**src/rtl/rs_pkg.sv**
```systemverilog
package rs_pkg;
  typedef enum logic [1:0] {
    SLOT_FREE  = 2'd0,
    SLOT_WAIT  = 2'd1,
    SLOT_DRAIN = 2'd2
  } slot_state_e;

  localparam logic OP_READ = 1'b0;
  localparam logic OP_ADD  = 1'b1;
endpackage

```
**src/rtl/rs_pick_first.sv**
```systemverilog
module rs_pick_first #(
  parameter int N     = 8,
  parameter int IDX_W = 3
) (
  input  logic [N-1:0]     req_i,
  output logic [IDX_W-1:0] idx_o,
  output logic             any_o
);
  always_comb begin
    idx_o = '0;
    for (int k = N - 1; k >= 0; k--) begin
      if (req_i[k]) idx_o = IDX_W'(k);
    end
  end
  assign any_o = |req_i;
endmodule

```
**src/rtl/rs_op_fifo.sv**
```systemverilog
module rs_op_fifo #(
  parameter int WIDTH = 37,
  parameter int DEPTH = 4
) (
  input  logic             clk_i,
  input  logic             rst_ni,
  input  logic             push_i,
  input  logic [WIDTH-1:0] data_i,
  input  logic             pop_i,
  output logic [WIDTH-1:0] data_o,
  output logic             empty_o,
  output logic             full_o
);
  localparam int PTR_W = (DEPTH > 1) ? $clog2(DEPTH) : 1;
  localparam int CNT_W = $clog2(DEPTH + 1);

  logic [WIDTH-1:0] mem_q [DEPTH];
  logic [PTR_W-1:0] wr_q, rd_q;
  logic [CNT_W-1:0] cnt_q;

  function automatic logic [PTR_W-1:0] nxt(input logic [PTR_W-1:0] p);
    return (p == PTR_W'(DEPTH - 1)) ? '0 : p + 1'b1;
  endfunction

  always_ff @(posedge clk_i or negedge rst_ni) begin
    if (!rst_ni) begin
      wr_q  <= '0;
      rd_q  <= '0;
      cnt_q <= '0;
    end else begin
      if (push_i) begin
        mem_q[wr_q] <= data_i;
        wr_q        <= nxt(wr_q);
      end
      if (pop_i) rd_q <= nxt(rd_q);
      if (push_i && !pop_i)      cnt_q <= cnt_q + 1'b1;
      else if (pop_i && !push_i) cnt_q <= cnt_q - 1'b1;
    end
  end

  assign data_o  = mem_q[rd_q];
  assign empty_o = (cnt_q == '0);
  assign full_o  = (cnt_q == CNT_W'(DEPTH));

  p_no_overflow_r7: assert property (@(posedge clk_i) disable iff (!rst_ni)
    push_i |-> !full_o);
  p_no_underflow_r5: assert property (@(posedge clk_i) disable iff (!rst_ni)
    pop_i |-> !empty_o);
endmodule

```
**src/rtl/atomic_rsv_station.sv**
```systemverilog
module atomic_rsv_station
  import rs_pkg::*;
#(
  parameter int TAG_W  = 4,
  parameter int KEY_W  = 16,
  parameter int DATA_W = 32,
  parameter int SLOTS  = 8,
  parameter int DEPTH  = 4,
  localparam int SLOT_W = (SLOTS > 1) ? $clog2(SLOTS) : 1
) (
  input  logic              clk_i,
  input  logic              rst_ni,
  input  logic              req_valid_i,
  output logic              req_ready_o,
  input  logic [TAG_W-1:0]  req_tag_i,
  input  logic [KEY_W-1:0]  req_key_i,
  input  logic              req_op_i,
  input  logic [DATA_W-1:0] req_operand_i,
  output logic              mem_rd_valid_o,
  output logic [KEY_W-1:0]  mem_rd_key_o,
  output logic [SLOT_W-1:0] mem_rd_slot_o,
  input  logic              mem_rsp_valid_i,
  input  logic [SLOT_W-1:0] mem_rsp_slot_i,
  input  logic [DATA_W-1:0] mem_rsp_data_i,
  output logic              mem_wr_valid_o,
  output logic [KEY_W-1:0]  mem_wr_key_o,
  output logic [DATA_W-1:0] mem_wr_data_o,
  output logic              rsp_valid_o,
  output logic [TAG_W-1:0]  rsp_tag_o,
  output logic [DATA_W-1:0] rsp_data_o
);
  localparam int ENT_W = TAG_W + 1 + DATA_W;

  slot_state_e       state_q [SLOTS];
  logic [KEY_W-1:0]  key_q   [SLOTS];
  logic [DATA_W-1:0] val_q   [SLOTS];
  logic [ENT_W-1:0]  head    [SLOTS];

  logic [SLOTS-1:0] busy, hit, push, pop, empty, full, drain_rdy, wb_rdy;
  logic [SLOT_W-1:0] free_idx, exec_idx, wb_idx;
  logic free_any, exec_any, wb_any, any_hit, accept;
  logic [ENT_W-1:0]  exec_ent;
  logic [DATA_W-1:0] exec_pre, exec_new;

  always_comb begin
    for (int i = 0; i < SLOTS; i++) begin
      busy[i] = (state_q[i] != SLOT_FREE);
      hit[i]  = busy[i] && (key_q[i] == req_key_i);
    end
  end

  assign any_hit     = |hit;
  assign req_ready_o = any_hit ? ~|(hit & full) : free_any;
  assign accept      = req_valid_i && req_ready_o;

  rs_pick_first #(.N(SLOTS), .IDX_W(SLOT_W)) u_pick_free (
    .req_i(~busy), .idx_o(free_idx), .any_o(free_any));

  always_comb begin
    for (int i = 0; i < SLOTS; i++) begin
      push[i]      = accept && (any_hit ? hit[i] : (free_idx == SLOT_W'(i)));
      drain_rdy[i] = (state_q[i] == SLOT_DRAIN) && !empty[i];
      // a slot taking a new entry this cycle must not retire
      wb_rdy[i]    = (state_q[i] == SLOT_DRAIN) && empty[i] && !push[i];
    end
  end

  rs_pick_first #(.N(SLOTS), .IDX_W(SLOT_W)) u_pick_exec (
    .req_i(drain_rdy), .idx_o(exec_idx), .any_o(exec_any));

  rs_pick_first #(.N(SLOTS), .IDX_W(SLOT_W)) u_pick_wb (
    .req_i(wb_rdy), .idx_o(wb_idx), .any_o(wb_any));

  always_comb begin
    for (int i = 0; i < SLOTS; i++) pop[i] = exec_any && (exec_idx == SLOT_W'(i));
  end

  for (genvar g = 0; g < SLOTS; g++) begin : g_slot
    rs_op_fifo #(.WIDTH(ENT_W), .DEPTH(DEPTH)) u_fifo (
      .clk_i   (clk_i),
      .rst_ni  (rst_ni),
      .push_i  (push[g]),
      .data_i  ({req_tag_i, req_op_i, req_operand_i}),
      .pop_i   (pop[g]),
      .data_o  (head[g]),
      .empty_o (empty[g]),
      .full_o  (full[g])
    );
  end

  assign exec_ent = head[exec_idx];
  assign exec_pre = val_q[exec_idx];
  assign exec_new = (exec_ent[DATA_W] == OP_ADD) ? exec_pre + exec_ent[DATA_W-1:0] : exec_pre;

  always_ff @(posedge clk_i or negedge rst_ni) begin
    if (!rst_ni) begin
      for (int i = 0; i < SLOTS; i++) begin
        state_q[i] <= SLOT_FREE;
        key_q[i]   <= '0;
        val_q[i]   <= '0;
      end
    end else begin
      for (int i = 0; i < SLOTS; i++) begin
        if (push[i] && !any_hit) begin
          state_q[i] <= SLOT_WAIT;
          key_q[i]   <= req_key_i;
        end
        if (mem_rsp_valid_i && mem_rsp_slot_i == SLOT_W'(i)) begin
          state_q[i] <= SLOT_DRAIN;
          val_q[i]   <= mem_rsp_data_i;
        end
        if (pop[i]) val_q[i] <= exec_new;
        if (wb_any && wb_idx == SLOT_W'(i)) state_q[i] <= SLOT_FREE;
      end
    end
  end

  always_ff @(posedge clk_i or negedge rst_ni) begin
    if (!rst_ni) begin
      mem_rd_valid_o <= 1'b0;
      mem_rd_key_o   <= '0;
      mem_rd_slot_o  <= '0;
      mem_wr_valid_o <= 1'b0;
      mem_wr_key_o   <= '0;
      mem_wr_data_o  <= '0;
      rsp_valid_o    <= 1'b0;
      rsp_tag_o      <= '0;
      rsp_data_o     <= '0;
    end else begin
      mem_rd_valid_o <= accept && !any_hit;
      mem_rd_key_o   <= req_key_i;
      mem_rd_slot_o  <= free_idx;
      mem_wr_valid_o <= wb_any;
      mem_wr_key_o   <= key_q[wb_idx];
      mem_wr_data_o  <= val_q[wb_idx];
      rsp_valid_o    <= exec_any;
      rsp_tag_o      <= exec_ent[ENT_W-1 -: TAG_W];
      rsp_data_o     <= exec_pre;
    end
  end

  p_rd_on_new_key_r1: assert property (@(posedge clk_i) disable iff (!rst_ni)
    (accept && !any_hit) |=> (mem_rd_valid_o && mem_rd_key_o == $past(req_key_i)));
  p_no_rd_on_held_key_r2: assert property (@(posedge clk_i) disable iff (!rst_ni)
    (accept && any_hit) |=> !mem_rd_valid_o);
  p_key_unique_r2: assert property (@(posedge clk_i) disable iff (!rst_ni)
    $onehot0(hit));
  p_rsp_to_waiting_r6: assert property (@(posedge clk_i) disable iff (!rst_ni)
    mem_rsp_valid_i |-> (state_q[mem_rsp_slot_i] == SLOT_WAIT));
endmodule

```
**config.mk**
```make
export PLATFORM = sky130hd
export DESIGN_NAME = atomic_rsv_station
export DESIGN_NICKNAME = d
export VERILOG_FILES = /design/src/rtl/rs_pkg.sv /design/src/rtl/rs_pick_first.sv /design/src/rtl/rs_op_fifo.sv /design/src/rtl/atomic_rsv_station.sv
export SDC_FILE = /design/constraint.sdc
export NUM_CORES = 2
export LEC_CHECK = 0
export BUFFER_PORTS_ARGS = -buffer_cell sky130_fd_sc_hd__buf_2
export CORE_MARGIN = 10
export CORE_UTILIZATION = 30
export DETAILED_ROUTE_END_ITERATION = 16
export PLACE_DENSITY = 0.47
export REMOVE_ABC_BUFFERS = 1
export SLEW_MARGIN = 20
export SYNTH_ARGS = -nofsm -noshare
export SYNTH_HDL_FRONTEND = slang
export SYNTH_SLANG_ARGS = --single-unit
```
**constraint.sdc**
```tcl
create_clock -name clk_i -period 10.4 [get_ports clk_i]
set_input_delay 0.52 -clock clk_i [delete_from_list [all_inputs] [get_ports clk_i]]
set_output_delay 0.52 -clock clk_i [all_outputs]
set_load 0.005 [all_outputs]
```
Yosys cells after proc, flatten, opt, wreduce, memory -nomap -nowiden

Memories as Yosys holds them, arrays and structs flattened.
Index checks and enable logic that the tools add are counted.

Add/sub/neg operators: 33
Multiply operators: 0
Div/mod/pow operators: 0
Magnitude comparators: 2
Equal/unequal tests: 68
Shift-type cells: 0
Multiplexer cells: 134
Bitwise gates (word level): 4
Reductions and logical operators: 173

Operators with widths:

| operator                                             | number |
|---|---|
| two-way mux 32 bit                                   | 21 |
| binary-select mux 32 bit (select 3 bit)              | 2 |
| equality test 16 bit                                 | 8 |
| two-way mux 3 bit                                    | 40 |
| binary-select mux 37 bit (select 3 bit)              | 1 |
| logical AND 1 bit                                    | 98 |
| two-way mux 2 bit                                    | 40 |
| two-way mux 37 bit                                   | 2 |
| equality test 3 bit (second input constant)          | 24 |
| binary-select mux 16 bit (select 3 bit)              | 1 |
| equality test 2 bit (second input constant)          | 24 |
| nonzero test 2 bit                                   | 24 |
| OR reduction 8 bit                                   | 5 |
| zero test 3 bit                                      | 12 |
| adder 2 x 1 -> 2 bit (second input constant)         | 16 |
| adder 32 bit                                         | 1 |
| two-way mux 16 bit                                   | 2 |
| zero test 1 bit                                      | 26 |
| two-way mux 1 bit                                    | 25 |
| adder 3 x 1 -> 3 bit (second input constant)         | 8 |
| equality test 3 x 2 -> 1 bit (second input constant) | 8 |
| nonzero test 3 bit                                   | 8 |
| subtractor 3 x 1 -> 3 bit (second input constant)    | 8 |
| equality test 3 x 1 -> 1 bit (second input constant) | 4 |
| 4 further kinds                                      | 6 |

Flip-flop bits (word level): 562
Bits in latches: 0
RAM bits: 1184
Bits in read-only memories: 0
Logic and storage cells: 479
Memories: 8

Memories:

| name                   | depth | width | read ports | clocked after Yosys merged registers in | wr ports | line             | RTL |
|---|---|---|---|---|---|---|---|
| g_slot[0].u_fifo.mem_q | 4     | 37    | 1          | 0                                       | 1        | rs_op_fifo.sv:17 | `logic [WIDTH-1:0] mem_q [DEPTH];` |
| g_slot[1].u_fifo.mem_q | 4     | 37    | 1          | 0                                       | 1        | rs_op_fifo.sv:17 |  |
| g_slot[2].u_fifo.mem_q | 4     | 37    | 1          | 0                                       | 1        | rs_op_fifo.sv:17 |  |
| g_slot[3].u_fifo.mem_q | 4     | 37    | 1          | 0                                       | 1        | rs_op_fifo.sv:17 |  |
| g_slot[4].u_fifo.mem_q | 4     | 37    | 1          | 0                                       | 1        | rs_op_fifo.sv:17 |  |
| g_slot[5].u_fifo.mem_q | 4     | 37    | 1          | 0                                       | 1        | rs_op_fifo.sv:17 |  |
| 2 more memories        | n/a   | n/a   | n/a        | n/a                                     | n/a      | n/a              |  |

Depth between registers and ports, before layout

Depth after elaboration: 27
Gate-level depth with buffers: 28
Depth with buffers taken out: 23

Cells and area by module

A second synthesis with hierarchy kept.

Cells, all modules: 4454
Area total of the unflattened synthesis: 77129.0 µm²

Modules (own cells, without submodules):

| module                             | times used | cells an instance | area each (µm²) | seq. area each (µm²) |
|---|---|---|---|---|
| rs_op_fifo at g_slot[0].u_fifo ... | 7          | 230               | 5745.5          | 4619.4 |
| atomic_rsv_station                 | 1          | 2576              | 30920.9         | 12662.1 |
| rs_op_fifo at g_slot[1].u_fifo     | 1          | 229               | 5745.5          | 4619.4 |
| rs_pick_first                      | 3          | 13                | 81.3            | 0.0 |

Least setup slack after synthesis

No wires, ideal clock.

Path type: register -> register
Start point: register g_slot[0].u_fifo.cnt_q[1]
End point: register val_q[118] (netlist name)
Library setup time: 140 ps
Arrival: 6109 ps
Slack: 4151 ps
Cell stages (with the launch flop): 27
Period minus slack after synthesis: 6249 ps
Cell sequence: dfrtp_1 or3_1 and2_1 clkbuf_1 clkinv_1 nand2_1 a31oi_1 clkbuf_1 clkbuf_1 buf_1 buf_1 o21ai_0 a221o_1 ha_1 fa_1 a21o_1 a21oi_1 nor2_1 o21ai_0 o311ai_0 and3_1 or2_2 a21o_1 a31oi_1 xnor2_1 mux2i_1 a21oi_1

Cells in the longest elaborated chain, start to end: 11

RTL lines:

| what                                                                                               | line                                               | RTL |
|---|---|---|
| start: declaration                                                                                 | rs_op_fifo.sv:19                                   | `logic [CNT_W-1:0] cnt_q;` |
| start signal: assignment                                                                           | rs_op_fifo.sv:36                                   | `if (push_i && !pop_i) cnt_q <= cnt_q + 1'b1;` |
| start signal: assignment                                                                           | rs_op_fifo.sv:37                                   | `else if (pop_i && !push_i) cnt_q <= cnt_q - 1'b1;` |
| zero test 3 bit *                                                                                  | rs_op_fifo.sv:42                                   | `assign empty_o = (cnt_q == '0);` |
| zero test 1 bit *                                                                                  | atomic_rsv_station.sv:62                           | `drain_rdy[i] = (state_q[i] == SLOT_DRAIN) && !empty[i];` |
| logical AND 1 bit *                                                                                | atomic_rsv_station.sv:62                           |  |
| two-way mux 3 bit                                                                                  | rs_pick_first.sv:12                                | `if (req_i[k]) idx_o = IDX_W'(k);` |
| NOT 3 -> 4 bit (implied by the code)                                                               | atomic_rsv_station.sv:91, atomic_rsv_station.sv:92 |  |
| binary-select mux 32 bit (select 3 bit) or binary-select mux 37 bit (select 3 bit) (tied branches) | atomic_rsv_station.sv:92, atomic_rsv_station.sv:91 |  |
| two-way mux 32 bit (implied by the code) or two-way mux 37 bit (tied branches) (2 in a row)        | atomic_rsv_station.sv:92, atomic_rsv_station.sv:91 |  |
| adder 32 bit                                                                                       | atomic_rsv_station.sv:93                           | `assign exec_new = (exec_ent[DATA_W] == OP_ADD) ? exec_pre + exec_ent[DATA_W-1:0] : exec_pre;` |
| two-way mux 32 bit                                                                                 | atomic_rsv_station.sv:93                           |  |
| two-way mux 32 bit                                                                                 | atomic_rsv_station.sv:112                          | `if (pop[i]) val_q[i] <= exec_new;` |
| end signal: indexed assignment                                                                     | atomic_rsv_station.sv:110                          | `val_q[i] <= mem_rsp_data_i;` |
| end signal: indexed assignment                                                                     | atomic_rsv_station.sv:112                          |  |
| end: declaration                                                                                   | atomic_rsv_station.sv:36                           | `logic [DATA_W-1:0] val_q [SLOTS];` |

Every way passes the cells marked *; elsewhere a longest branch is shown, timed or not. The select of a mux whose other input is x is not followed.
A chain may end at the register's enable or synchronous reset.

Worst setup path in the final report

Start point: register g_slot[0].u_fifo.cnt_q[0]
End point: register val_q[116] (netlist name)

The elaborated chain is that of the path after synthesis.

==> key figures <==
Logic synthesis
  – Count leader, synth: edfxtp_1
  – Avg Cell Area, Syn: about 14 um2
  – Post-synth top area share: 45.0%
  – Post-Syn Area: 79000 um2
  – Area leader, netlist: edfxtp_1
  – Top FF cell, synth: edfxtp_1
  – Post-synth EDFFs: 1184
  – #FFs+latches synth: 1746
  – Unique cell type count in the Yosys netlist: 79
  – Post-synthesis sequential area ratio: 62.8%
  – Async SR Flop Fraction: 32.2%
  – Ys Warns: 0
  – Top cells by area, synth: edfxtp_1, dfrtp_1, mux4_2
  – Commonest cells in the netlist: edfxtp_1, nand2_1, dfrtp_1
  – Mapped Cells: about 5700

CTS
  – Post-cts gate resize count: 0
  – Clk root buf: clkbuf_16
  – Clock Path Buffers: 4
  – Reg clk slew, reported paths: 60 ps
  – Clk_lat worst skew: about 870 ps
  – CTS Sinks: 1746
  – CTS tree: built
  – Number of CTS-inserted buffers: 199
  – # hold bufs at CTS: 21
  – Post-CTS Setup Inserts: 0
  – Total number of H-tree levels: 4

Timing
  – Worst-Margin Slew: 1250 ps
  – Final WS setup: 2230 ps
  – Max Clk Rate: 122 MHz
  – Final Hold Viols: 0
  – Clock period minus worst slack: 8170 ps
  – # setup viols final: 0
  – Clock Skews: 78.7 ps
  – Max_slew headroom: 15.8%
  – RSZ-0062 raised after global routing: false
  – Final worst-path cycle share: 78.6%
  – Max-slew violations: 0

Cells and area
  – Nets: roughly 6100
  – Post-layout util: 34.5%
  – Final Instance Area: slightly above 90000 um2
  – # fillers: 25506
  – Layout area overhead: 14.6%
  – Register area: about 50000 um2
  – Layout cell share with drive strength beyond 1: 20.5%
  – Area of the multi-input gates: 27500 um2

Placed design
  – Cell area after placement: 84000 um2
  – Number of buffers added on ports: 198
  – DPL Wire Length: 151000 um
  – Post-Place Setup Slack: approximately 2200 ps
  – GPL Wtd Cong: 0.839

Floorplan
  – Die Ht: 533 um
  – Die span in x: roughly 530 um
  – Die area: 284000 um2
  – Floorplan row count: around 190
  – Initial core utilization: around 30%
  – Core region area: 262000 um2
  – IO Pins: around 200

Setup path
  – Worst-path maximum fanout: 70
  – Setup CP Type: flip-flop to flip-flop
  – CP Launch Type: flip-flop
  – Req. time, crit path: between 10000 and 15000 ps
  – Worst path arrival time: between 8000 and 9000 ps
  – Crit. End Element: flip-flop

Route
  – Final Routed Wirelength: 264000 um
  – Average wire per standard cell: 27.6 um
  – Vias: about 50000
  – Vias per cell: 5.23
  – DR pass1 iterations: 6
  – DR iter-0 viols: between 5000 and 6000
  – DRC viols: 0
  – Detail Route Antenna Nets: 0

Global routing
  – GRT Util Overall: about 18%
  – First-pass GRT wire length: 377000 um
  – Largest net degree at the start of global routing: 133
  – Initial antenna violation count: 39
  – Grt total ovfl: 0
  – Vias in the first global route: 50170

Run
  – Max Cap Viol: 0

Status
  – Outcome: finished, final reports clean

Worst hold path
  – Worst Hold Class: input pin to flip-flop
## state kept, by name (all words and copies together) (netlist names), 3 cells and up
signal	cells
g_slot.u_fifo.cnt_q	24
g_slot.u_fifo.mem_q	1184
g_slot.u_fifo.rd_q	16
g_slot.u_fifo.wr_q	16
key_q	128
mem_rd_key_o	16
mem_rd_slot_o	3
mem_wr_data_o	32
mem_wr_key_o	16
rsp_data_o	32
rsp_tag_o	4
state_q	16
val_q	256
## cell usage in the layout (no fill, tap or decap), types with 107 or more instances in the layout
| cell type | count |
|---|---|
| o21ai_0 | 290 |
| buf_4 | 134 |
| mux4_2 | 296 |
| nor2_1 | 111 |
| edfxtp_1 | 1184 |
| nand3_1 | 306 |
| mux2i_1 | 389 |
| buf_2 | 197 |
| dfrtp_1 | 546 |
| xnor2_1 | 107 |
| nand2_1 | 973 |
| mux2_2 | 213 |
| clkbuf_16 | 202 |
## final cells by class
type                    instances  share of cell area [%]
flip-flops and latches       1746                    54.9
multi-input cells            3511                    30.4
clock buffers                 268                    6.01
well taps                    3515                    4.86
repair buffers                362                    2.65
clock inverters                92                   0.860
inverters                      68                   0.282
diodes                          8                  0.0221
## through the flow
| step | setup TNS [ps] | instances | hold WS, ps |
|---|---|---|---|
| 2_1_floorplan | -1063990 | 5325 | 224 |
| 3_3_place_gp | 0 | 9180 | 471 |
| 3_5_place_dp | 0 | 9180 | 482 |
| 4_1_cts | 0 | 9561 | 0.634 |
| 5_1_grt | 0 | 9563 | 38.1 |
| 6_report | 0 | 9570 | 51.7 |
## final timing paths
path	startpoint	end	slack, ps	depth (start not counted)
max	g_slot[0].u_fifo.cnt_q[0]$_DFFE_PN0P_	val_q[116]$_DFFE_PN0P_	2230	23
min in group asynchronous	rst_ni	key_q[19]$_DFFE_PN0P_	240	2
max in group asynchronous	rst_ni	val_q[162]$_DFFE_PN0P_	7300	5
max reg2reg	g_slot[0].u_fifo.cnt_q[0]$_DFFE_PN0P_	val_q[116]$_DFFE_PN0P_	2230	23
min	req_key_i[15]	mem_rd_key_o[15]$_DFF_PN0_	50	1
min reg2reg	g_slot[7].u_fifo.cnt_q[2]$_DFFE_PN0P_	g_slot[7].u_fifo.cnt_q[2]$_DFFE_PN0P_	490	1
## cell families after synthesis
group	Yosys count	synth area share (%)
DFF	1746	62.8
and+or+nand+nor	1695	9.55
muxes	899	16.4
AOI/OAI and AO/OA	654	5.17
buffers and inverters	480	2.59
xor gates and xnor gates	175	1.94
adders and majority gates	88	1.48
## worst max-delay path, stage by stage (launching register included)
cell	delay, ps
dfrtp_1	450
or3_1	260
and2_4	810
clkinv_1	530
nand2_1	310
a31oi_4	50
buf_4	320
and3_2	310
buf_4	360
a221o_1	460
ha_1	240
fa_1	460
a21o_1	170
a21oi_1	240
nor2_1	120
o21ai_0	620
o311ai_0	300
and3_1	230
or2_2	330
a211oi_1	260
o21bai_1	120
xor2_1	160
mux2i_1	620
a21oi_1	180
## metal layers
layer,track usage [%],wire length (um)
met1,25.7,120000
met2,28.2,119000
met3,2.77,17100
met4,4.79,7410
met5,0,27
Power is left out: the tool's default activity adds up to more than one toggle a clock period on the data nets, which glitch-free logic cannot reach.
